**src/rtl/tick_timer_pkg.sv**
```systemverilog
package tick_timer_pkg;
    localparam int BYTE_W      = 8;
    localparam int MCNT_W      = 4;
    localparam int CTL_EN_BIT  = 0;
    localparam int CTL_WRAP_BIT = 1;
    localparam int CTL_CLR_BIT = 2;
endpackage

```
**src/rtl/tt_prescaler.sv**
```systemverilog
module tt_prescaler
    import tick_timer_pkg::*;
(
    input  logic              clk,
    input  logic              rst_n,
    input  logic              adj_wr,
    input  logic [BYTE_W-1:0] wdata,
    output logic [BYTE_W-1:0] adj_o,
    output logic              tick_o
);
    typedef struct packed {
        logic [BYTE_W-1:0] cnt;
        logic [BYTE_W-1:0] adj;
    } pre_state_t;

    pre_state_t st_d, st_q;

    assign tick_o = (st_q.cnt == '1);
    assign adj_o  = st_q.adj;

    always_comb begin
        st_d = st_q;
        if (adj_wr) st_d.adj = wdata;
        if (tick_o) st_d.cnt = st_q.adj;
        else        st_d.cnt = st_q.cnt + 1'b1;
    end

    always_ff @(posedge clk or negedge rst_n) begin
        if (!rst_n) st_q <= '0;
        else        st_q <= st_d;
    end

    AST_TICK_RELOAD: assert property (@(posedge clk) disable iff (!rst_n)
        tick_o |=> (st_q.cnt == $past(st_q.adj)));
endmodule

```
**src/rtl/tt_channel.sv**
```systemverilog
module tt_channel
    import tick_timer_pkg::*;
#(
    parameter int CNT_W = 32
) (
    input  logic                     clk,
    input  logic                     rst_n,
    input  logic                     tick,
    input  logic [CNT_W/BYTE_W-1:0]  cmp_wr,
    input  logic [CNT_W/BYTE_W-1:0]  cnt_wr,
    input  logic                     ctl_wr,
    input  logic [BYTE_W-1:0]        wdata,
    output logic [CNT_W-1:0]         cmp_o,
    output logic [CNT_W-1:0]         cnt_o,
    output logic [BYTE_W-1:0]        ctl_o,
    output logic                     match_o
);
    localparam int LANES = CNT_W / BYTE_W;

    typedef struct packed {
        logic              en;
        logic              wrap;
        logic [MCNT_W-1:0] mcnt;
        logic              match;
        logic [CNT_W-1:0]  cnt;
        logic [CNT_W-1:0]  cmp;
    } ch_state_t;

    ch_state_t st_d, st_q;
    logic      hit;

    assign hit     = tick && st_q.en && (st_q.cnt == st_q.cmp);
    assign cmp_o   = st_q.cmp;
    assign cnt_o   = st_q.cnt;
    assign match_o = st_q.match;
    assign ctl_o   = {st_q.mcnt, 1'b0, 1'b0, st_q.wrap, st_q.en};

    always_comb begin
        st_d       = st_q;
        st_d.match = 1'b0;
        for (int l = 0; l < LANES; l++) begin
            if (cmp_wr[l]) st_d.cmp[l*BYTE_W +: BYTE_W] = wdata;
        end
        if (tick && st_q.en) begin
            if (st_q.wrap && hit) st_d.cnt = '0;
            else                  st_d.cnt = st_q.cnt + 1'b1;
        end
        if (hit) begin
            st_d.match = 1'b1;
            if (st_q.mcnt != '1) st_d.mcnt = st_q.mcnt + 1'b1;
        end
        if (|cnt_wr) begin
            st_d.cnt = st_q.cnt;
            for (int l = 0; l < LANES; l++) begin
                if (cnt_wr[l]) st_d.cnt[l*BYTE_W +: BYTE_W] = wdata;
            end
        end
        if (ctl_wr) begin
            st_d.en   = wdata[CTL_EN_BIT];
            st_d.wrap = wdata[CTL_WRAP_BIT];
            if (wdata[CTL_CLR_BIT]) st_d.mcnt = '0;
        end
    end

    always_ff @(posedge clk or negedge rst_n) begin
        if (!rst_n) st_q <= '0;
        else        st_q <= st_d;
    end

    AST_HOLD_WHEN_OFF: assert property (@(posedge clk) disable iff (!rst_n)
        (!st_q.en && cnt_wr == '0) |=> (cnt_o == $past(cnt_o)));
    AST_WRAP_TO_ZERO: assert property (@(posedge clk) disable iff (!rst_n)
        (hit && st_q.wrap && cnt_wr == '0) |=> (cnt_o == '0));
    AST_MCNT_SATURATE: assert property (@(posedge clk) disable iff (!rst_n)
        (st_q.mcnt == '1 && !(ctl_wr && wdata[CTL_CLR_BIT])) |=> (st_q.mcnt == '1));
    AST_MCNT_CLEAR: assert property (@(posedge clk) disable iff (!rst_n)
        (ctl_wr && wdata[CTL_CLR_BIT]) |=> (st_q.mcnt == '0));
    AST_PULSE_FROM_MATCH: assert property (@(posedge clk) disable iff (!rst_n)
        match_o |-> $past(hit));
endmodule

```
**src/rtl/tick_timer_pair.sv**
```systemverilog
module tick_timer_pair
    import tick_timer_pkg::*;
#(
    parameter int N_TMR  = 2,
    parameter int CNT_W  = 32,
    parameter int ADDR_W = 5
) (
    input  logic              clk,
    input  logic              rst_n,
    input  logic              wr_en,
    input  logic [ADDR_W-1:0] addr,
    input  logic [7:0]        wdata,
    output logic [7:0]        rdata,
    output logic [N_TMR-1:0]  tmr_match
);
    localparam int LANES    = CNT_W / BYTE_W;
    localparam int SPAN     = 2 * LANES;
    localparam int ADJ_ADDR = N_TMR * SPAN;
    localparam int STRB_PER = SPAN + 1;
    localparam int STRB_W   = N_TMR * STRB_PER + 1;

    logic [CNT_W-1:0]  cmp_v [N_TMR];
    logic [CNT_W-1:0]  cnt_v [N_TMR];
    logic [BYTE_W-1:0] ctl_v [N_TMR];
    logic [BYTE_W-1:0] adj_v;
    logic              tick;
    logic              adj_wr;
    logic [STRB_W-1:0] wr_vec;

    assign adj_wr = wr_en && (addr == ADDR_W'(ADJ_ADDR));
    assign wr_vec[STRB_W-1] = adj_wr;

    tt_prescaler u_pre (
        .clk    (clk),
        .rst_n  (rst_n),
        .adj_wr (adj_wr),
        .wdata  (wdata),
        .adj_o  (adj_v),
        .tick_o (tick)
    );

    for (genvar c = 0; c < N_TMR; c++) begin : g_ch
        localparam int CMP_BASE = c * SPAN;
        localparam int CNT_BASE = CMP_BASE + LANES;
        localparam int CTL_ADDR = ADJ_ADDR + 1 + c;
        logic [LANES-1:0] cmp_wr;
        logic [LANES-1:0] cnt_wr;
        logic             ctl_wr;

        for (genvar l = 0; l < LANES; l++) begin : g_lane
            assign cmp_wr[l] = wr_en && (addr == ADDR_W'(CMP_BASE + LANES - 1 - l));
            assign cnt_wr[l] = wr_en && (addr == ADDR_W'(CNT_BASE + LANES - 1 - l));
        end
        assign ctl_wr = wr_en && (addr == ADDR_W'(CTL_ADDR));
        assign wr_vec[c*STRB_PER +: STRB_PER] = {ctl_wr, cnt_wr, cmp_wr};

        tt_channel #(.CNT_W(CNT_W)) u_ch (
            .clk     (clk),
            .rst_n   (rst_n),
            .tick    (tick),
            .cmp_wr  (cmp_wr),
            .cnt_wr  (cnt_wr),
            .ctl_wr  (ctl_wr),
            .wdata   (wdata),
            .cmp_o   (cmp_v[c]),
            .cnt_o   (cnt_v[c]),
            .ctl_o   (ctl_v[c]),
            .match_o (tmr_match[c])
        );
    end

    always_comb begin
        rdata = '0;
        if (addr == ADDR_W'(ADJ_ADDR)) rdata = adj_v;
        for (int c = 0; c < N_TMR; c++) begin
            if (addr == ADDR_W'(ADJ_ADDR + 1 + c)) rdata = ctl_v[c];
            for (int o = 0; o < LANES; o++) begin
                if (addr == ADDR_W'(c*SPAN + o))
                    rdata = cmp_v[c][(LANES-1-o)*BYTE_W +: BYTE_W];
                if (addr == ADDR_W'(c*SPAN + LANES + o))
                    rdata = cnt_v[c][(LANES-1-o)*BYTE_W +: BYTE_W];
            end
        end
    end

    AST_ONE_WRITE_TARGET: assert property (@(posedge clk) disable iff (!rst_n)
        $onehot0(wr_vec));
endmodule

```
**config.mk**
```make
export PLATFORM = sky130hd
export DESIGN_NAME = tick_timer_pair
export DESIGN_NICKNAME = d
export VERILOG_FILES = /design/src/rtl/tick_timer_pkg.sv /design/src/rtl/tt_prescaler.sv /design/src/rtl/tt_channel.sv /design/src/rtl/tick_timer_pair.sv
export SDC_FILE = /design/constraint.sdc
export NUM_CORES = 1
export LEC_CHECK = 0
export ABC_AREA = 1
export BUFFER_PORTS_ARGS = -buffer_cell sky130_fd_sc_hd__buf_4
export CAP_MARGIN = 25
export CORE_MARGIN = 2
export CORE_UTILIZATION = 63
export DETAILED_ROUTE_END_ITERATION = 10
export PLACE_DENSITY = 0.89
export SLEW_MARGIN = 20
export SYNTH_ARGS = -nofsm -noshare
export SYNTH_HDL_FRONTEND = slang
export SYNTH_SLANG_ARGS = --single-unit
```
**constraint.sdc**
```tcl
create_clock -name clk -period 3.1 [get_ports clk]
set_input_delay 0.465 -clock clk [delete_from_list [all_inputs] [get_ports clk]]
set_output_delay 0.465 -clock clk [all_outputs]
set_load 0.02 [all_outputs]
```
Word-level counts from Yosys, hierarchy flattened
Index checks and enable logic that the tools add are counted.
{"block": "word_totals", "word_cells": 142, "out_inout_bits": 10, "regBits": 158, "in_bits": 16}
{"block": "op_classes", "mux": 42, "reduce_logical": 38, "add_sub_neg": 5, "eq_ne": 31}
{"operator": "two-way mux 8 bit", "count": 28}
{"operator": "two-way mux 32 bit", "count": 6}
{"operator": "adder 32 x 1 -> 32 bit, second input constant", "count": 2}
{"operator": "equality test 32 bit", "count": 2}
{"operator": "equality test 5 x 4 -> 1 bit, second input constant", "count": 8}
{"operator": "logical AND 1 bit", "count": 25}
{"operator": "two-way mux 4 bit", "count": 6}
{"operator": "equality test 5 x 3 -> 1 bit, second input constant", "count": 4}
{"operator": "inequality test 2 bit, second input constant", "count": 8}
{"operator": "AND reduction 2 bit", "count": 8}
{"operator": "equality test 5 bit, second input constant", "count": 3}
{"operator": "equality test 5 x 2 -> 1 bit, second input constant", "count": 2}
{"operator": "two-way mux 5 bit", "count": 2}
{"operator": "adder 4 x 1 -> 4 bit, second input constant", "count": 2}
{"operator": "adder 8 x 1 -> 8 bit, second input constant", "count": 1}
{"operator": "equality test 8 bit, second input constant", "count": 1}
{"operator": "inequality test 4 bit, second input constant", "count": 2}
{"operator": "OR reduction 4 bit", "count": 2}
{"operator": "equality test 5 x 1 -> 1 bit, second input constant", "count": 1}
{"operator": "logical NOT 5 bit", "count": 1}
{"operator": "nonzero test 2 bit", "count": 2}

Depth between registers and ports, before layout
Gate-level depths: netlist of the first run.
{"block": "depth", "depth_word": 20, "depth_mapped": 17, "ltp_nobuf": 16}

Cells and area by module
Synthesis of the first run repeated with hierarchy kept, for this count alone.
{"block": "unflattened", "cells_unflattened": 2037, "hier_area_um2": 12627.1}
{"module": "tt_channel", "cells_per_inst": 802, "area_per_inst_um2": 5107.4, "instances": 2}
{"module": "tick_timer_pair", "cells_per_inst": 341, "area_per_inst_um2": 1597.8, "instances": 1}
{"module": "tt_prescaler", "cells_per_inst": 92, "area_per_inst_um2": 814.5, "instances": 1}

Worst setup path before layout of the first run
OpenSTA, ideal clock, no wires.
{"block": "synth_path", "path_kind": "input port to output port", "startpoint": "in addr[2]", "endpoint": "out rdata[5]", "stages": 13, "arrival_time_ns": 2.038, "setup_slack_ns": 0.597, "path_buffers": 0, "required_time_ns": 2.635, "path_cell_list": "nor2_2 -> inv_1 -> nor2_2 -> inv_1 -> or2_2 -> nand2_1 -> nand4_1 -> nand2_1 -> nand3_1 -> nand2_1 -> nand4_1 -> nor2_1 -> nand4_1"}
{"block": "synth_via", "elab_chain_cells": 20, "word_cells_on_any_way": 38, "classes_between": "eq/ne: 18; mux: 19; reduce/logical: 1"}
{"element": "start: declaration", "line_no": "tick_timer_pair.sv:11", "text": "input logic [ADDR_W-1:0] addr,"}
{"element": "equality test 5 bit", "line_no": "tick_timer_pair.sv:74", "text": "if (addr == ADDR_W'(ADJ_ADDR)) rdata = adj_v;"}
{"element": "two-way mux 8 bit", "line_no": "tick_timer_pair.sv:74"}
{"element": "two-way mux 8 bit", "line_no": "tick_timer_pair.sv:76", "text": "if (addr == ADDR_W'(ADJ_ADDR + 1 + c)) rdata = ctl_v[c];"}
{"element": "two-way mux 8 bit", "line_no": "tick_timer_pair.sv:78", "text": "if (addr == ADDR_W'(c*SPAN + o))"}
{"element": "two-way mux 8 bit", "line_no": "tick_timer_pair.sv:80", "text": "if (addr == ADDR_W'(c*SPAN + LANES + o))"}
{"element": "two-way mux 8 bit", "line_no": "tick_timer_pair.sv:78"}
{"element": "two-way mux 8 bit", "line_no": "tick_timer_pair.sv:80"}
{"element": "two-way mux 8 bit", "line_no": "tick_timer_pair.sv:78"}
{"element": "[4 not listed]"}
{"element": "two-way mux 8 bit", "line_no": "tick_timer_pair.sv:78"}
{"element": "two-way mux 8 bit", "line_no": "tick_timer_pair.sv:80"}
{"element": "two-way mux 8 bit", "line_no": "tick_timer_pair.sv:78"}
{"element": "two-way mux 8 bit", "line_no": "tick_timer_pair.sv:80"}
{"element": "two-way mux 8 bit", "line_no": "tick_timer_pair.sv:78"}
{"element": "two-way mux 8 bit", "line_no": "tick_timer_pair.sv:80"}
{"element": "two-way mux 8 bit", "line_no": "tick_timer_pair.sv:78"}
{"element": "two-way mux 8 bit (*)", "line_no": "tick_timer_pair.sv:80"}
{"element": "end: declaration", "line_no": "tick_timer_pair.sv:13", "text": "output logic [7:0] rdata,"}
Mark *: on every way between the ends. The rest lies on a longest branch, timed or not.

Worst setup path after layout of the first run
{"block": "layout_path", "startpoint": "in addr[0]", "endpoint": "out rdata[7]"}
The elaborated chain is that of the path after synthesis.

==> flow_summary.ini, run 1 <==
[status]
status = finished clean

[logic_synthesis]
synth_edf_count = 0
synth.most_common_cell = nand2_1
synth.cell_area_mm2 = 0.0108
ys_types = 45
synthCells = 1542
yosys_warnings = 0
synth_top_cell_by_area = dfrtp_1
yosysTopAreaCellShare = 0.366
synth_top_family_by_area = simple AND/OR/NAND/NOR gates
synthMuxAreaShare = 0.00104
synth-main-ff-cell = dfrtp_1
async_reset_ff_frac = 1.00
yosys.area_share.adder = 0.00580
synthTopCellsByArea = dfrtp_1, nand2_1, nor2_1
yosys.area_share.xor_xnor = 0.0730
synthSimpleGateAreaFrac = 0.358
syn_nets = 1563
synth_seq_cells = 158
syn_avg_cell_area_um2 = 7.00
synth-seq-area-share = 0.366
synth_compound_area_frac = 0.111
synth_top_cells_by_count = nand2_1, nor2_1, dfrtp_1, inv_1, o21ai_0

[placement]
dp_slack_ns = 0.188
place.gp.congestion = 1.07
place_inst = 1748
port_buffers = 25
dp_hpwl_um = 28500

[sta]
fin_setup_tns_ns = 0
fmax_mhz = 337
setup_viol = 0
hold_violations = 0
fin_crit_ns = 2.96
slew_violations = 0
relSlewSlack = 0.445
finalCritPeriodShare = 0.956
finalClockSkew_ns = 0.00917
rsz0062_at_grt = false
fin_ws_ns = 0.135
worst_pin_slew_ns = 0.831

[worst_hold_path]
hold_path.class = in2async

[detailed_routing]
drc = 0
dr.pass1.iters = 7
route.vias.total = 11408
vias_per_cell = 6.41
antenna_left = 0
wirelength_um = 38200
wl_per_cell_um = 21.5
drt_iter0_drc = 1529

[power_and_ir_drop]
power.total_w = 0.00758
ir_drop_uv = 555
leakagePower_nw = 5.25
p_per_area_mw_per_mm2 = 642

[layout]
nNetsFinal = 1568
area_delta_synth_final_pct = 9.43
post-route-util = 0.710
layout.cells.non_filler = 1781
drive_gt1_frac = 0.101

[clock_tree]
clockBufferDepth = 2
cts_tree = built
ctsHoldBuffers = 0
clkSlewWorstSetupHoldPaths_ns = 0.07
post_cts_buffers = 0
insertion_delay_ns = 0.45
clock_sinks = 158
cts_htree_levels = 4
cts_root_buffer = clkbuf_16
numCtsBuffers = 17

[grt]
grt_pass1_wl_um = 59100
grt_pass1_vias = 10364
track_usage = 0.431
overflow = 0
antenna_found_initial = 0
grt_max_degree = 66

[critical_path]
end_kind = output pin
arrival_ns = 2.50
path_class = in2out
cp.required_ns = 2.63
path_max_fanout = 9
cp-start-kind = input port

[die]
io_pins = 26
core_area_mm2 = 0.0166
die_y_um = 135
die_w_um = 135
fp-row-count = 47
die_area_mm2 = 0.0182
initial_core_util = 0.649

[flow_run]
maxCapViolCount = 0
[power breakdown]
group | switching [W] | internal, W | total (W)
logic | 0.00135 | 0.000902 | 0.00226
registers | 0.000781 | 0.00248 | 0.00326
clock network | 0.00100 | 0.00107 | 0.00207
total | 0.00314 | 0.00445 | 0.00758
[kinds of logic after synthesis]
kind of cell,count (synthesis)
xor+xnor,90
fa+ha+maj,5
buf+inv,234
flops,158
compound gates,218
mux,1
simple gates,836
[worst max-delay path: stages]
cell	delay (ns)
buf_4	0.13
inv_1	0.12
nand2_2	0.09
nor2_2	0.15
nand2_1	0.22
or2_2	0.34
nand2_1	0.07
nand3_1	0.06
nand2_1	0.10
nand4_1	0.10
nor2_1	0.18
nand3_1	0.10
nand2_1	0.13
nand3_1	0.09
buf_4	0.16
[cell type report]
type	count	area [um^2]
diodes	1	2.50
clock buffers	17	425
fillers	1426	4830
inverters	159	599
well taps	220	275
multi-input cells	1150	5930
clock inverters	15	143
repair buffers	61	487
flip-flops and latches	158	3950
[per-stage QoR]
stage          area, um^2  hold slack (ns)
2_1_floorplan       10800            0.169
3_3_place_gp        11200            0.465
6_report            11800           0.0128
4_1_cts             11800           0.0456
5_1_grt             11800           0.0600
3_5_place_dp        11200            0.479
[placed cells by master, fill, tap and decap left out, types with 2 or more instances in the layout]
master / count
inv_2: 13
dfrtp_1: 158
a211oi_1: 2
a31oi_1: 29
or2_2: 18
nand4_1: 95
nor3b_1: 3
o211ai_1: 8
o21ai_0: 104
nor4_1: 12
o31ai_1: 2
xor2_1: 25
xnor2_1: 65
clkinv_4: 2
nand2_1: 349
nor3_1: 46
a21oi_1: 59
nand3b_1: 22
o21bai_1: 2
nor2_1: 179
inv_1: 145
ha_1: 5
clkbuf_16: 17
nor2_4: 10
nand3_1: 80
inv_8: 5
nor2_2: 12
clkinv_2: 2
inv_6: 4
a22oi_1: 7
buf_4: 58
buf_12: 2
nand2_2: 4
[routing by layer]
layer	up-vias	GRT usage	share of wire
met4	0	0.143	0.034
li1	5124	-	-
met2	909	0.596	0.40
met1	5252	0.632	0.41
met3	123	0.147	0.15
met5	-	0	0
[worst paths after layout]
| check | endpoint | startpoint | slack, ns | cells after the start |
|---|---|---|---|---|
| min | g_ch[0].u_ch.cmp_o[22] | rst_n | 0.01 | 1 |
| min reg2reg | u_pre.st_q[8] | u_pre.st_q[8] | 0.49 | 1 |
| max reg2reg | g_ch[1].u_ch.cnt_o[22] | g_ch[1].u_ch.cnt_o[0] | 0.28 | 11 |
| max in group asynchronous | g_ch[1].u_ch.cnt_o[15] | rst_n | 2.37 | 2 |
| min in group clk | g_ch[1].u_ch.ctl_o[0] | wdata[0] | 0.31 | 3 |
| max | rdata[7] | addr[0] | 0.14 | 15 |
[timing repair]
| action | 4_1_cts | 5_1_grt |
|---|---|---|
| resized for setup | 0 | 1 |
| hold endpoints to repair | 0 | 0 |
| endpoints found under the setup margin | 0 | 1 |
[flip-flops by register name, indices dropped and copies added (netlist names)]
signal and count:
g_ch.u_ch.cmp_o 64, g_ch.u_ch.cnt_o 64, u_pre.adj_o 8, g_ch.u_ch.ctl_o 12
u_pre.st_q 8, g_ch.u_ch.match_o 2
Note: power is estimated with default switching activity, not from simulation.
==> run 2: changes to the inputs <==
--- a/config.mk
+++ b/config.mk
@@ -9,10 +9,11 @@
 export BUFFER_PORTS_ARGS = -buffer_cell sky130_fd_sc_hd__buf_4
 export CAP_MARGIN = 25
 export CORE_MARGIN = 2
-export CORE_UTILIZATION = 63
+export CORE_UTILIZATION = 50
 export DETAILED_ROUTE_END_ITERATION = 10
-export PLACE_DENSITY = 0.89
+export PLACE_DENSITY = 0.75
 export SLEW_MARGIN = 20
 export SYNTH_ARGS = -nofsm -noshare
 export SYNTH_HDL_FRONTEND = slang
+export SYNTH_HIERARCHICAL = 1
 export SYNTH_SLANG_ARGS = --single-unit
==> flow_summary.ini, run 2 <==
[logic_synthesis]
synth.cell_area_mm2 = 0.0126
synth_top_cells_by_count = nand2_1, nor2_1, inv_1, dfrtp_1, nand3_1
ys_types = 40
async_reset_ff_frac = 1.00
synth_seq_cells = 158
synthCells = 2037
synth.most_common_cell = nand2_1
synthTopCellsByArea = dfrtp_1, nand2_1, nor2_1
synth_top_cell_by_area = dfrtp_1
synth-main-ff-cell = dfrtp_1
yosysTopAreaCellShare = 0.313
synth_edf_count = 0
synth-seq-area-share = 0.313
syn_avg_cell_area_um2 = 6.20
yosys_warnings = 6

[layout]
mostFrequentLayoutCells = nand2_1, nor2_1, inv_1
drive_gt1_frac = 0.108
fin_area_mm2 = 0.0138
nNetsFinal = 2077
area_delta_synth_final_pct = 9.08
antenna_cells = 0
layout_commonest_cell = nand2_1

[clock_tree]
insertion_delay_ns = 0.44
clkSlewWorstSetupHoldPaths_ns = 0.07
cts_tree = built
ctsHoldBuffers = 0
cts_htree_levels = 4
post_cts_resized = 0
clock_sinks = 158
cts_root_buffer = clkbuf_16
numCtsBuffers = 17
clockBufferDepth = 2
post_cts_buffers = 0

[placement]
dpl_cell_area_mm2 = 0.0132
dp_hpwl_um = 35200
port_buffers = 25
place.gp.congestion = 1.01

[critical_path]
regToRegSetupSlack_ns = 0.44
crit-reg2reg-launch = u_pre/st_q[8]
end_kind = output pin
path_max_fanout = 19
cp_slowest_cell = buf_4
crit_path_cell_trace = buf_4 > inv_2 > nand2_4 > nor2_4 > inv_6 > nor2_1 > nor2_1 > nand4_1 > nor2_1 > nand4_1 > nor2_1 > nand4_1 > nor2_1 > nand4_1 > buf_4
cp-start-kind = input port
arrival_ns = 2.43
path_common_cell = nor2_1
crit_end = rdata[7]
cp.required_ns = 2.63
path_class = in2out
slowest_delay_ns = 0.22
worstReg2RegEnd = g_ch[1].u_ch/cnt_o[30]
crit_buf_inv = 4
cp_top_family = simple AND/OR/NAND/NOR gates
crit_start = addr[4]
cp.depth = 15
r2r_cells = 15

[die]
initial_core_util = 0.506
die_y_um = 163
die_w_um = 163
die_area_mm2 = 0.0265
io_pins = 26
core_area_mm2 = 0.0250
fp-row-count = 58

[detailed_routing]
drc = 0
wl_met2_um = 21800
dr_wl_met3_um = 3170
dr.pass1.iters = 8
drt_iter0_drc = 1469
wl_met1_um = 17800
route.vias.total = 13412
top_layer_used = met4
wirelength_um = 46200
wl_per_cell_um = 19.3
antenna_left = 0
vias_per_cell = 5.59

[sta]
fmax_mhz = 346
finalCritPeriodShare = 0.933
setup_viol = 0
worst_pin_slew_ns = 0.752
relSlewSlack = 0.494
hold_violations = 3
rsz0062_at_grt = false
slew_violations = 0
fin_crit_ns = 2.89
finalClockSkew_ns = 0.0139
holdWs_ns = -0.0188
fin_setup_tns_ns = 0

[worst_hold_path]
hold_path.class = in2async

[grt]
grt_pass1_vias = 13152
antenna_found_initial = 0
grt_pass1_wl_um = 72100
grt_max_degree = 56
track_usage = 0.357
overflow = 0

[power_and_ir_drop]
leakagePower_nw = 7.28
p_per_area_mw_per_mm2 = 612
ir_drop_uv = 337

[flow_run]
maxCapViolCount = 0

[status]
status = finished with violations
violations = hold timing
run 2: cell count changes after synthesis, moves of 29 or more:
cell / previous run / this run
inv_1: 145 / 273
clkbuf_1: 58 / 12
nand3_1: 80 / 122
nand2_1: 349 / 638
xnor2_1: 65 / 9
nor2_1: 179 / 290
o21ai_0: 104 / 75
a31oi_1: 29 / 0
run 2: area by class of cell:
type                    instances  area [um^2]
inverters                     319         1210
multi-input cells            1499         7140
clock buffers                  18          439
clock inverters                14          135
flip-flops and latches        158         3950
repair buffers                 61          487
fillers                      2575        11200
well taps                     330          413
run 2: how the worst min path moves through the flow:
stage | start | end | slack, ns | depth (start not counted)
2_1_floorplan | rst_n | g_ch[0].u_ch/cmp_o[0] | 0.17 | 0
3_3_place_gp | rst_n | u_pre/st_q[14] | 0.47 | 1
3_5_place_dp | rst_n | u_pre/st_q[14] | 0.48 | 1
4_1_cts | rst_n | u_pre/st_q[14] | 0.01 | 1
5_1_grt | rst_n | u_pre/st_q[14] | 0.02 | 1
6_report | rst_n | u_pre/st_q[14] | -0.02 | 1
run 2: worst register-to-register path, cell delays in order (launching register included):
cell	delay, ns
dfrtp_1	0.37
ha_1	0.21
nand2_2	0.09
nor2_4	0.13
nand2_4	0.12
clkinv_4	0.09
nand2_1	0.17
nor2_1	0.20
nand3_1	0.11
nor2_1	0.14
nand2_1	0.15
nor2_2	0.17
nand3_2	0.07
buf_4	0.26
a21oi_1	0.22
nor2_1	0.05
run 2: logic make-up after synthesis:
group,Yosys count,share of synthesized area
AOI/OAI and AO/OA,169,0.0684
xor gates and xnor gates,42,0.0291
adders and majority gates,5,0.00495
buffers and inverters,382,0.124
DFF,158,0.313
muxes,17,0.0152
other,2,0.000595
and+or+nand+nor,1262,0.445
run 2: layer usage:
metal	GRT usage	vias up
met2	0.604	634
met1	0.420	6197
met4	0.240	0
met3	0.0519	208
met5	0	-
li1	-	6373
run 2: metrics by stage:
| stage | power [W] | instances | utilization | setup slack, ns | hold slack (ns) |
|---|---|---|---|---|---|
| floorplan | 0.00515 | 2039 | - | 0.764 | 0.169 |
| global placement | 0.00616 | 2367 | 0.529 | 0.283 | 0.472 |
| detailed placement | 0.00621 | 2367 | 0.529 | 0.278 | 0.476 |
| CTS | 0.00836 | 2399 | 0.552 | 0.264 | 0.0116 |
| global route | 0.00891 | 2399 | 0.552 | 0.0490 | 0.0203 |
| finish | 0.00843 | 2399 | 0.552 | 0.207 | -0.0188 |
run 2: where the power goes:
group	total, W	internal (W)	switching [W]
registers	0.00335	0.00252	0.000829
clock network	0.00214	0.00114	0.000995
logic	0.00295	0.000999	0.00195
